[config.mk]
export PLATFORM = sky130hd
export DESIGN_NAME = cfg_chain_loader
export DESIGN_NICKNAME = d
export VERILOG_FILES = /design/src/rtl/cfg_chain_pkg.sv /design/src/rtl/cfg_bit_counter.sv /design/src/rtl/cfg_word_assembler.sv /design/src/rtl/cfg_passthru.sv /design/src/rtl/cfg_chain_loader.sv
export SDC_FILE = /design/constraint.sdc
export NUM_CORES = 1
export LEC_CHECK = 0
export ABC_AREA = 1
export BUFFER_PORTS_ARGS = -buffer_cell sky130_fd_sc_hd__buf_2
export CAP_MARGIN = 30
export CORE_ASPECT_RATIO = 0.7
export CORE_UTILIZATION = 57
export CTS_CLUSTER_DIAMETER = 30
export DETAILED_ROUTE_END_ITERATION = 10
export GPL_ROUTABILITY_DRIVEN = 0
export PLACE_DENSITY = 0.78
export SYNTH_ARGS = -nofsm -noshare
export SYNTH_HDL_FRONTEND = slang
export SYNTH_HIERARCHICAL = 1
export SYNTH_SLANG_ARGS = --single-unit
[constraint.sdc]
create_clock -name clk -period 3.8 [get_ports clk]
set_input_delay 0 -clock clk [delete_from_list [all_inputs] [get_ports clk]]
set_output_delay 0 -clock clk [all_outputs]
set_load 0.005 [all_outputs]
[src/rtl/cfg_chain_pkg.sv]
package cfg_chain_pkg;
  localparam int unsigned DEF_STORE_BITS = 4096;
  localparam int unsigned DEF_WORD_W     = 32;

  function automatic bit sizes_ok(int unsigned store_bits, int unsigned word_w);
    return (word_w >= 2) && (store_bits >= word_w) && ((store_bits % word_w) == 0);
  endfunction
endpackage

[src/rtl/cfg_bit_counter.sv]
module cfg_bit_counter #(
  parameter int unsigned STORE_BITS = 4096
) (
  input  logic clk,
  input  logic rst,
  input  logic restart_n,
  output logic take,
  output logic full
);
  localparam int unsigned CW = (STORE_BITS > 1) ? $clog2(STORE_BITS) : 1;
  localparam logic [CW-1:0] LAST = CW'(STORE_BITS - 1);

  logic [CW-1:0] cnt;

  assign take = restart_n && !full;

  always_ff @(posedge clk) begin
    if (rst || !restart_n) begin
      cnt  <= '0;
      full <= 1'b0;
    end else if (take) begin
      if (cnt == LAST) begin
        full <= 1'b1;
      end else begin
        cnt <= cnt + 1'b1;
      end
    end
  end

  // full only once the last local bit index has been reached
  assert_cnt_at_last_R3: assert property (@(posedge clk) disable iff (rst)
    full |-> (cnt == LAST));

  assert_full_sticky_R5: assert property (@(posedge clk) disable iff (rst)
    (full && restart_n) |=> full);
endmodule

[src/rtl/cfg_word_assembler.sv]
module cfg_word_assembler #(
  parameter int unsigned WORD_W = 32
) (
  input  logic              clk,
  input  logic              rst,
  input  logic              restart_n,
  input  logic              take,
  input  logic              din,
  output logic [WORD_W-1:0] word_data,
  output logic              word_valid
);
  localparam int unsigned BW = $clog2(WORD_W);
  localparam logic [BW-1:0] BLAST = BW'(WORD_W - 1);

  logic [BW-1:0]     bidx;
  logic [WORD_W-1:0] shreg;
  logic [WORD_W-1:0] next_word;

  assign next_word = {shreg[WORD_W-2:0], din};

  always_ff @(posedge clk) begin
    if (rst || !restart_n) begin
      bidx       <= '0;
      shreg      <= '0;
      word_valid <= 1'b0;
      if (rst) word_data <= '0;
    end else begin
      word_valid <= 1'b0;
      if (take) begin
        shreg <= next_word;
        if (bidx == BLAST) begin
          bidx       <= '0;
          word_data  <= next_word;
          word_valid <= 1'b1;
        end else begin
          bidx <= bidx + 1'b1;
        end
      end
    end
  end

  assert_valid_single_R6: assert property (@(posedge clk) disable iff (rst)
    word_valid |=> !word_valid);

  assert_valid_from_take_R7: assert property (@(posedge clk) disable iff (rst)
    word_valid |-> $past(take));
endmodule

[src/rtl/cfg_passthru.sv]
module cfg_passthru (
  input  logic clk,
  input  logic rst,
  input  logic restart_n,
  input  logic full,
  input  logic din,
  output logic dout
);
  always_ff @(posedge clk) begin
    if (rst || !restart_n) begin
      dout <= 1'b1;
    end else if (full) begin
      dout <= din;
    end else begin
      dout <= 1'b1;
    end
  end

  assert_forward_R4: assert property (@(posedge clk) disable iff (rst)
    (full && restart_n) |=> (dout == $past(din)));
endmodule

[src/rtl/cfg_chain_loader.sv]
module cfg_chain_loader
  import cfg_chain_pkg::*;
#(
  parameter int unsigned STORE_BITS = DEF_STORE_BITS,
  parameter int unsigned WORD_W     = DEF_WORD_W
) (
  input  logic              clk,
  input  logic              rst,
  input  logic              restart_n,
  input  logic              ser_in,
  output logic              ser_out,
  output logic              store_full,
  output logic [WORD_W-1:0] word_data,
  output logic              word_valid
);
  generate
    if (!sizes_ok(STORE_BITS, WORD_W)) begin : g_bad_size
      $error("STORE_BITS must be a nonzero multiple of WORD_W");
    end
  endgenerate

  logic take;

  cfg_bit_counter #(.STORE_BITS(STORE_BITS)) u_cnt (
    .clk       (clk),
    .rst       (rst),
    .restart_n (restart_n),
    .take      (take),
    .full      (store_full)
  );

  cfg_word_assembler #(.WORD_W(WORD_W)) u_asm (
    .clk        (clk),
    .rst        (rst),
    .restart_n  (restart_n),
    .take       (take),
    .din        (ser_in),
    .word_data  (word_data),
    .word_valid (word_valid)
  );

  cfg_passthru u_fwd (
    .clk       (clk),
    .rst       (rst),
    .restart_n (restart_n),
    .full      (store_full),
    .din       (ser_in),
    .dout      (ser_out)
  );

  assert_hold_high_R2: assert property (@(posedge clk) disable iff (rst)
    !store_full |-> ser_out);

  // the last local bit also completes the last word
  assert_last_word_R6: assert property (@(posedge clk) disable iff (rst)
    $rose(store_full) |-> word_valid);
endmodule

==> results of run 1 <==
power breakdown:
part           internal [uW]  switching, uW  leakage (uW)
Clock                    396            323      0.000115
Combinational           19.0           49.2      0.000527
Sequential               934           4.02      0.000745
Total                   1350            376       0.00139
cell usage after synthesis, drive strengths merged:
cell type  instances  area [sq um]
nand2            103           402
nor2              65           269
dfxtp             51          1020
inv               50           188
a21oi             42           285
edfxtp            32           961
buf               14           128
nand3             10          65.1
o21ai              5          25.0
nand4              4          25.0
ha                 3          37.5
and3               2          12.5
nor3               2          15.0
clkbuf             1          7.51
nor3b              1          12.5
xor2               1          8.76
area by class of cell:
type / count / area, sq um
Multi-Input combinational cell: 238 / 1160
Tap cell: 75 / 93.8
Clock buffer: 10 / 138
Clock inverter: 6 / 96.3
Fill cell: 457 / 1870
Timing Repair Buffer: 45 / 253
Inverter: 50 / 188
Sequential cell: 83 / 1980
worst paths after layout:
kind | endpoint | slack, ps | startpoint | depth (start not counted)
max | u_asm/word_data[31] | 1930 | u_cnt/full | 6
min | u_asm/bidx[2] | 50 | restart_n | 3
max reg2reg | u_asm/word_data[31] | 1930 | u_cnt/full | 6
min reg2reg | u_asm/shreg[30] | 480 | u_asm/shreg[30] | 2
flip-flops by register name, indices dropped and copies added, names as in the netlist:
| name | count |
|---|---|
| u_asm/bidx | 5 |
| u_asm/shreg | 31 |
| u_asm/word_data | 32 |
| u_asm/word_valid | 1 |
| u_cnt/cnt | 12 |
| u_cnt/full | 1 |
| u_fwd/dout | 1 |
worst min-delay path: stages:
cell and delay (ps):
buf_2 130, nand3_1 160, nor2_1 60
per-layer routing:
metal	vias up	share of wire, %	global-route usage (%)	wire (microns)
li1	1293	-	-	-
met1	1149	45	25.2	2720
met2	51	49	33.7	2920
met3	5	4.7	8.45	280
met4	0	1.1	7.77	65
met5	-	0	0	0
layout by cell type, fill, tap and decap left out:
master / instances
o21ai_0: 5
inv_8: 1
nor2_4: 3
buf_4: 3
nor3_2: 1
dlygate4sd3_1: 4
nor2_2: 1
buf_2: 38
nand4_1: 4
a21oi_1: 22
a21oi_2: 20
and3_1: 2
clkbuf_8: 10
nand2_4: 1
nor3b_2: 1
bufinv_16: 2
ha_1: 3
inv_2: 4
nand2_1: 98
nand2_2: 4
clkinv_4: 1
nor2_1: 61
dfxtp_1: 51
clkinvlp_4: 1
xor2_1: 1
nand3_1: 7
inv_1: 46
edfxtp_1: 32
nor3_1: 1
inv_6: 1
nand3_2: 3
timing repair:
item                      CTS  global route
hold buffers                4             0
buffers inserted            0             0
resized for setup           0             0
hold endpoints to repair    4             0
cell families (layout without fill, tap and decap cells):
kind of cell / after synthesis / count (layout) / share of synthesized area (%)
flops: 83 / 83 / 57.2
fa+ha+maj: 3 / 3 / 1.08
buf+inv: 65 / 111 / 9.32
simple gates: 187 / 187 / 23.1
compound gates: 47 / 47 / 8.96
xor+xnor: 1 / 1 / 0.253
through the flow:
step	area, sq um	power [uW]	hold slack, ps	setup WS, ps
CTS	3910	1740	30.9	1920
global route	3910	1780	44.2	1750
detailed placement	3640	1030	229	1930
finish	3910	1720	45.6	1930
floorplan	3460	1010	72.4	1780
global placement	3640	1020	220	1990
==> out/qor.txt, run 1 <==
Top cell family by delay on the critical path = simple AND/OR/NAND/NOR gates
Critical path, cell by cell = nor2_4, nand2_2, inv_1, nand2_1, nand2_1, buf_4
Die W = 95.2 microns
Synth Area per Inst = 8.97 sq um
Final Max Tran Viols = 0
DRT antenna net count = 0
DP Wirelength = 3.88 mm
Unique masters post-synth = 26
WP buf/inv = 2
Max Clk Rate = 0.534 GHz
WL/cell = 11.8 microns
Post-layout util = 67.6%
Max Root-Sink Buffers = 2
CP startpoint kind = register
TritonCTS Buffers = 9
I/O Pins = 39
CP endpoint kind = register
Area growth syn-to-layout = 12.9%
Fin. Hold Viols = 0
Vias per cell = 4.93
First-pass GRT wire length = 9.94 mm
Seq cells post-synth = 83
WS Path Type = reg2reg
Fin Setup TNS = 0 ps
Core Area = 5780 sq um
Clock Latency Late Sink = 350 ps
Status = complete, no violations
Cell count after synthesis = 386
Port bufs = 38
Slew @ Worst Pin = 965 ps
Slew headroom = 35.6%
Root buf cell = clkbuf_8
Rows = 23
H-tree levels = 3
CP max stage delay = 460 ps
Yosys warnings = 6
Worst VDD drop = 0.283 mV
Vias in the first global route = 2282
Worst Path Required = 3820 ps
Hold WC Path Type = in2reg
CTS tree = built
Die Footprint = 6390 sq um
Clock-pin slew on the worst setup and hold paths = 80 ps
Pin count of the biggest net entering global routing = 37
Worst-path fanout max = 30
Pre-Repair DR Iteration Count = 5
Non-filler cells in the finished layout = 507
RSZ-0062 raised after global routing = no
Layout Nets = 434
Final setup viols = 0
Inserted Diodes = 0
Number of vias in the routed layout = 2498
Initial antenna violation count = 0
Total Wirelength = 5.98 mm
Initial DRC Count = 161
Static Leak = 0.00139 uW
Final worst path period share = 49.3%
Mapped Area = 3460 sq um
Syn nets = 393
Worst Clk Skew = 6.50 ps
CP max stage cell = nor2_4
Total GRT Usage = 20.8%
Share of layout cells above drive strength 1 = 22.0%
Max Cap Violations = 0
Placed insts = 487
Worst endpoint data arrival time = 1890 ps
Pwr/cell area = 441 nW/um^2
CTS sink count = 83
Post-route DRC = 0
Post-layout minimum cycle time = 1870 ps
Sequential-to-total area share from yosys stat = 57.2%
Initial Utilization = 59.9%
Worst path most repeated cell = nand2_1
Die Height = 67.2 microns
Total grt overflow = 0
Note: power is estimated with default switching activity, not from simulation.
==> run 2, diff against run 1 <==
- ABC_AREA: 1 -> 0
- clock period: 3.8 -> 1.73 ns (I/O delays scaled with it)
==> run 2 against run 1 <==
  * Routed wire length is 9.6% lower
  * Setup slack got worse by 1800 ps
  * Sequential share of layout area rose by 1.8 points
  * Largest cell class unchanged
==> out/qor.txt, run 2 <==
Post-synth ARST share = 0% (unchanged)
Total grt overflow = 0 (unchanged)
Top-area cell type share of the netlist area = 31.5% (+2.0 points)
Post-synthesis xor/xnor area fraction = 0.811% (+0.56 points)
Port bufs = 38 (unchanged)
Status = complete, no violations
Fin Setup TNS = 0 ps (unchanged)
I/O Pins = 39 (unchanged)
Number of vias in the routed layout = 2129 (-15%)
Max Root-Sink Buffers = 2 (unchanged)
Share of layout cells above drive strength 1 = 22.5% (+0.47 points)
Minimum hold slack = 109 ps (+63.0 ps)
Final setup viols = 0 (unchanged)
Static Leak = 0.00152 uW (+9.4%)
Post CTS Setup Buffer Count = 0 (unchanged)
Worst-path fanout max = 16 (-47%)
Most frequent cells after synthesis = 51 x dfxtp_1, 44 x nor2_1, 34 x mux2i_1, 32 x and2_1, 32 x edfxtp_1
Post-route DRC = 0 (unchanged)
Worst endpoint data arrival time = 1670 ps (-220 ps)
RSZ-0062 raised after global routing = yes
Commonest cells after routing, fill and taps aside = 51 x dfxtp_1, 44 x nor2_1, 38 x buf_2
Commonest non-fill, non-tap cell in the layout = dfxtp_1
Clock-pin slew on the worst setup and hold paths = 80 ps (about the same)
Slew @ Worst Pin = 818 ps (-146 ps)
Crit path launch = u_asm/bidx[1]
Worst Path Required = 1770 ps (-2050 ps)
Vias per cell = 5.36 (+8.8%)
Synth Area per Inst = 11.9 sq um (+33%)
Worst VDD drop = 0.617 mV (+120%)
Pwr/cell area = 974 nW/um^2 (+120%)
Core Area = 5370 sq um (-7.2%)
H-tree levels = 3 (unchanged)
Synth area leaders = dfxtp_1 32%, edfxtp_1 30%, mux2i_1 11%
Predominant post-synthesis flop cell = dfxtp_1
Most frequent cell after synthesis = dfxtp_1
Layout Nets = 327 (-25%)
Reg2reg end = u_asm/word_data[5]
First-pass GRT wire length = 9.00 mm (-9.4%)
Worst setup margin = 94.5 ps (-1830 ps)
Initial DRC Count = 90 (-44%)
CTS sink count = 83 (unchanged)
Initial Utilization = 60.3% (+0.47 points)
DRT antenna net count = 0 (unchanged)
Post-synth EDFFs = 32 (unchanged)
Most flops, register = u_asm/word_data
Worst Clk Skew = 3.80 ps (-2.70 ps)
Mapped Area = 3240 sq um (-6.5%)
TritonCTS Buffers = 9 (unchanged)
DP Wirelength = 3.41 mm (-12%)
Max reg flops = 32 (unchanged)
CP startpoint kind = register
Unique masters post-synth = 45 (+73%)
Placement Cell Area = 3510 sq um (-3.5%)
CP max stage delay = 380 ps (-80 ps)
Main combinational cell family by area after synthesis = simple AND/OR/NAND/NOR gates
Reg2reg path depth = 4 (-2)
Post-Synth Simple-Gate Area = 18.8% (-4.4 points)
Yosys warnings = 6 (unchanged)
Crit. path cell count = 4 (-2)
Post-Synth Adder-Cell Area = 1.16% (+0.075 points)
Crit path capture = u_asm/word_data[5]
Cell count after synthesis = 272 (-30%)
Final Max Tran Viols = 0 (unchanged)
CTS tree = built
Area growth syn-to-layout = 16.7%
Initial antenna violation count = 0 (unchanged)
Clock Latency Late Sink = 350 ps (about the same)
Top cell family by delay on the critical path = adder cells
CP endpoint kind = register
Mux cell area share after synthesis = 10.5% (+11 points)
Max Cap Violations = 0 (unchanged)
Critical path, cell by cell = ha_1, and3_1, ha_2, a31o_4
Die Height = 65.1 microns (-3.2%)
Root buf cell = clkbuf_8
Max Clk Rate = 0.611 GHz (+15%)
Pre-Repair DR Iteration Count = 4 (-1)
Post-layout minimum cycle time = 1640 ps (-238 ps)
Die Footprint = 5990 sq um (-6.3%)
Inserted Diodes = 0 (unchanged)
Biggest regs = u_asm/word_data: 32 flops, u_asm/shreg: 31 flops, u_cnt/cnt: 12 flops
Total GRT Usage = 20.3% (-0.54 points)
Rows = 22 (-4.3%)
Slew headroom = 45.4% (+9.8 points)
Yosys top cell by area = dfxtp_1
Syn nets = 279 (-29%)
CP max stage cell = dfxtp_1
Design Area, Final = 3780 sq um (-3.4%)
Complex-gate fraction of the synthesized area = 4.56% (-4.4 points)
Die W = 92.1 microns (-3.2%)
DP Worst Slack = 4.60 ps (-1930 ps)
Pin count of the biggest net entering global routing = 33 (-11%)
Final worst path period share = 94.5% (+45 points)
WL/cell = 13.6 microns (+15%)
FILL cells = 410 (-10%)
Fin. Hold Viols = 0 (unchanged)
Hold WC Path Type = in2reg
Internal reg-to-reg setup slack = 90 ps (-1830 ps)
Total Wirelength = 5.41 mm (-9.6%)
Vias in the first global route = 1887 (-17%)
Power after layout = 3680 uW (+110%)
Seq cells post-synth = 83 (unchanged)
Sequential-to-total area share from yosys stat = 61.2% (+4.0 points)
WP buf/inv = 0 (-2)
Worst flop-to-flop path startpoint = u_asm/bidx[1]
WS Path Type = reg2reg
==> run 2: cell count changes after synthesis, moves of 18 or more <==
cell	change
a21oi_2	-20
nand2_1	-94
inv_1	-45
and2_1	+32
a21oi_1	-18
mux2i_1	+34
==> run 2: kinds of logic after synthesis <==
group / Yosys count
simple gates: 113
flops: 83
compound gates: 21
fa+ha+maj: 3
xor+xnor: 3
mux: 34
buf+inv: 15
==> run 2: worst min-delay path by stage <==
stage	cells past startpoint	end	from	slack (ps)
floorplan	1	u_fwd/dout	restart_n	100
global placement	2	u_fwd/dout	ser_in	270
detailed placement	2	u_fwd/dout	ser_in	270
CTS	3	u_cnt/cnt[9]	rst	100
global route	3	u_cnt/cnt[9]	rst	110
finish	3	u_cnt/cnt[9]	rst	110
==> run 2: power by group <==
group / total (uW) / internal (uW) / leakage [uW] / switching (uW)
sequential: 2070 / 2060 / 0.000732 / 10.6
clock: 1450 / 803 / 0.000104 / 646
combinational: 163 / 65.7 / 0.000681 / 97.6
total: 3680 / 2930 / 0.00152 / 754
==> run 2: repair_timing <==
item | CTS | global route
pin swaps | 1 | 0
gates resized for setup | 1 | 4
cloned | 1 | 0
hold endpoints to repair | 3 | 0
endpoints found under the setup margin | 32 | 6
hold buffers | 2 | 0
==> run 2: routing by layer <==
layer / global-route usage [%] / vias up / share of wire [%]
met5: 0 / - / 0
met4: 9.38 / 0 / 1.4
met3: 7.75 / 7 / 5.6
met2: 30.0 / 62 / 44
met1: 26.4 / 1002 / 49
li1: - / 1058 / -
==> run 2: final cells by class <==
cell class / count / area, sq um / share of cell area, %
clock inverters: 6 / 81.3 / 2.15
repair buffers: 50 / 285 / 7.55
flip-flops and latches: 83 / 1980 / 52.5
inverters: 1 / 3.75 / 0.0993
clock buffers: 10 / 128 / 3.38
multi-input cells: 175 / 1210 / 32.0
well taps: 72 / 90.1 / 2.38
==> run 2: stage by stage <==
stage	std cells	util, %
after floorplan	272	-
after global placement	378	65.4
after detailed placement	378	65.4
after CTS	397	70.0
after global routing	397	70.4
final	397	70.4
==> run 2: tightest hold or removal path, cell delays in order <==
cell and delay, ps:
buf_2 160, nor2b_1 140, o21a_1 120
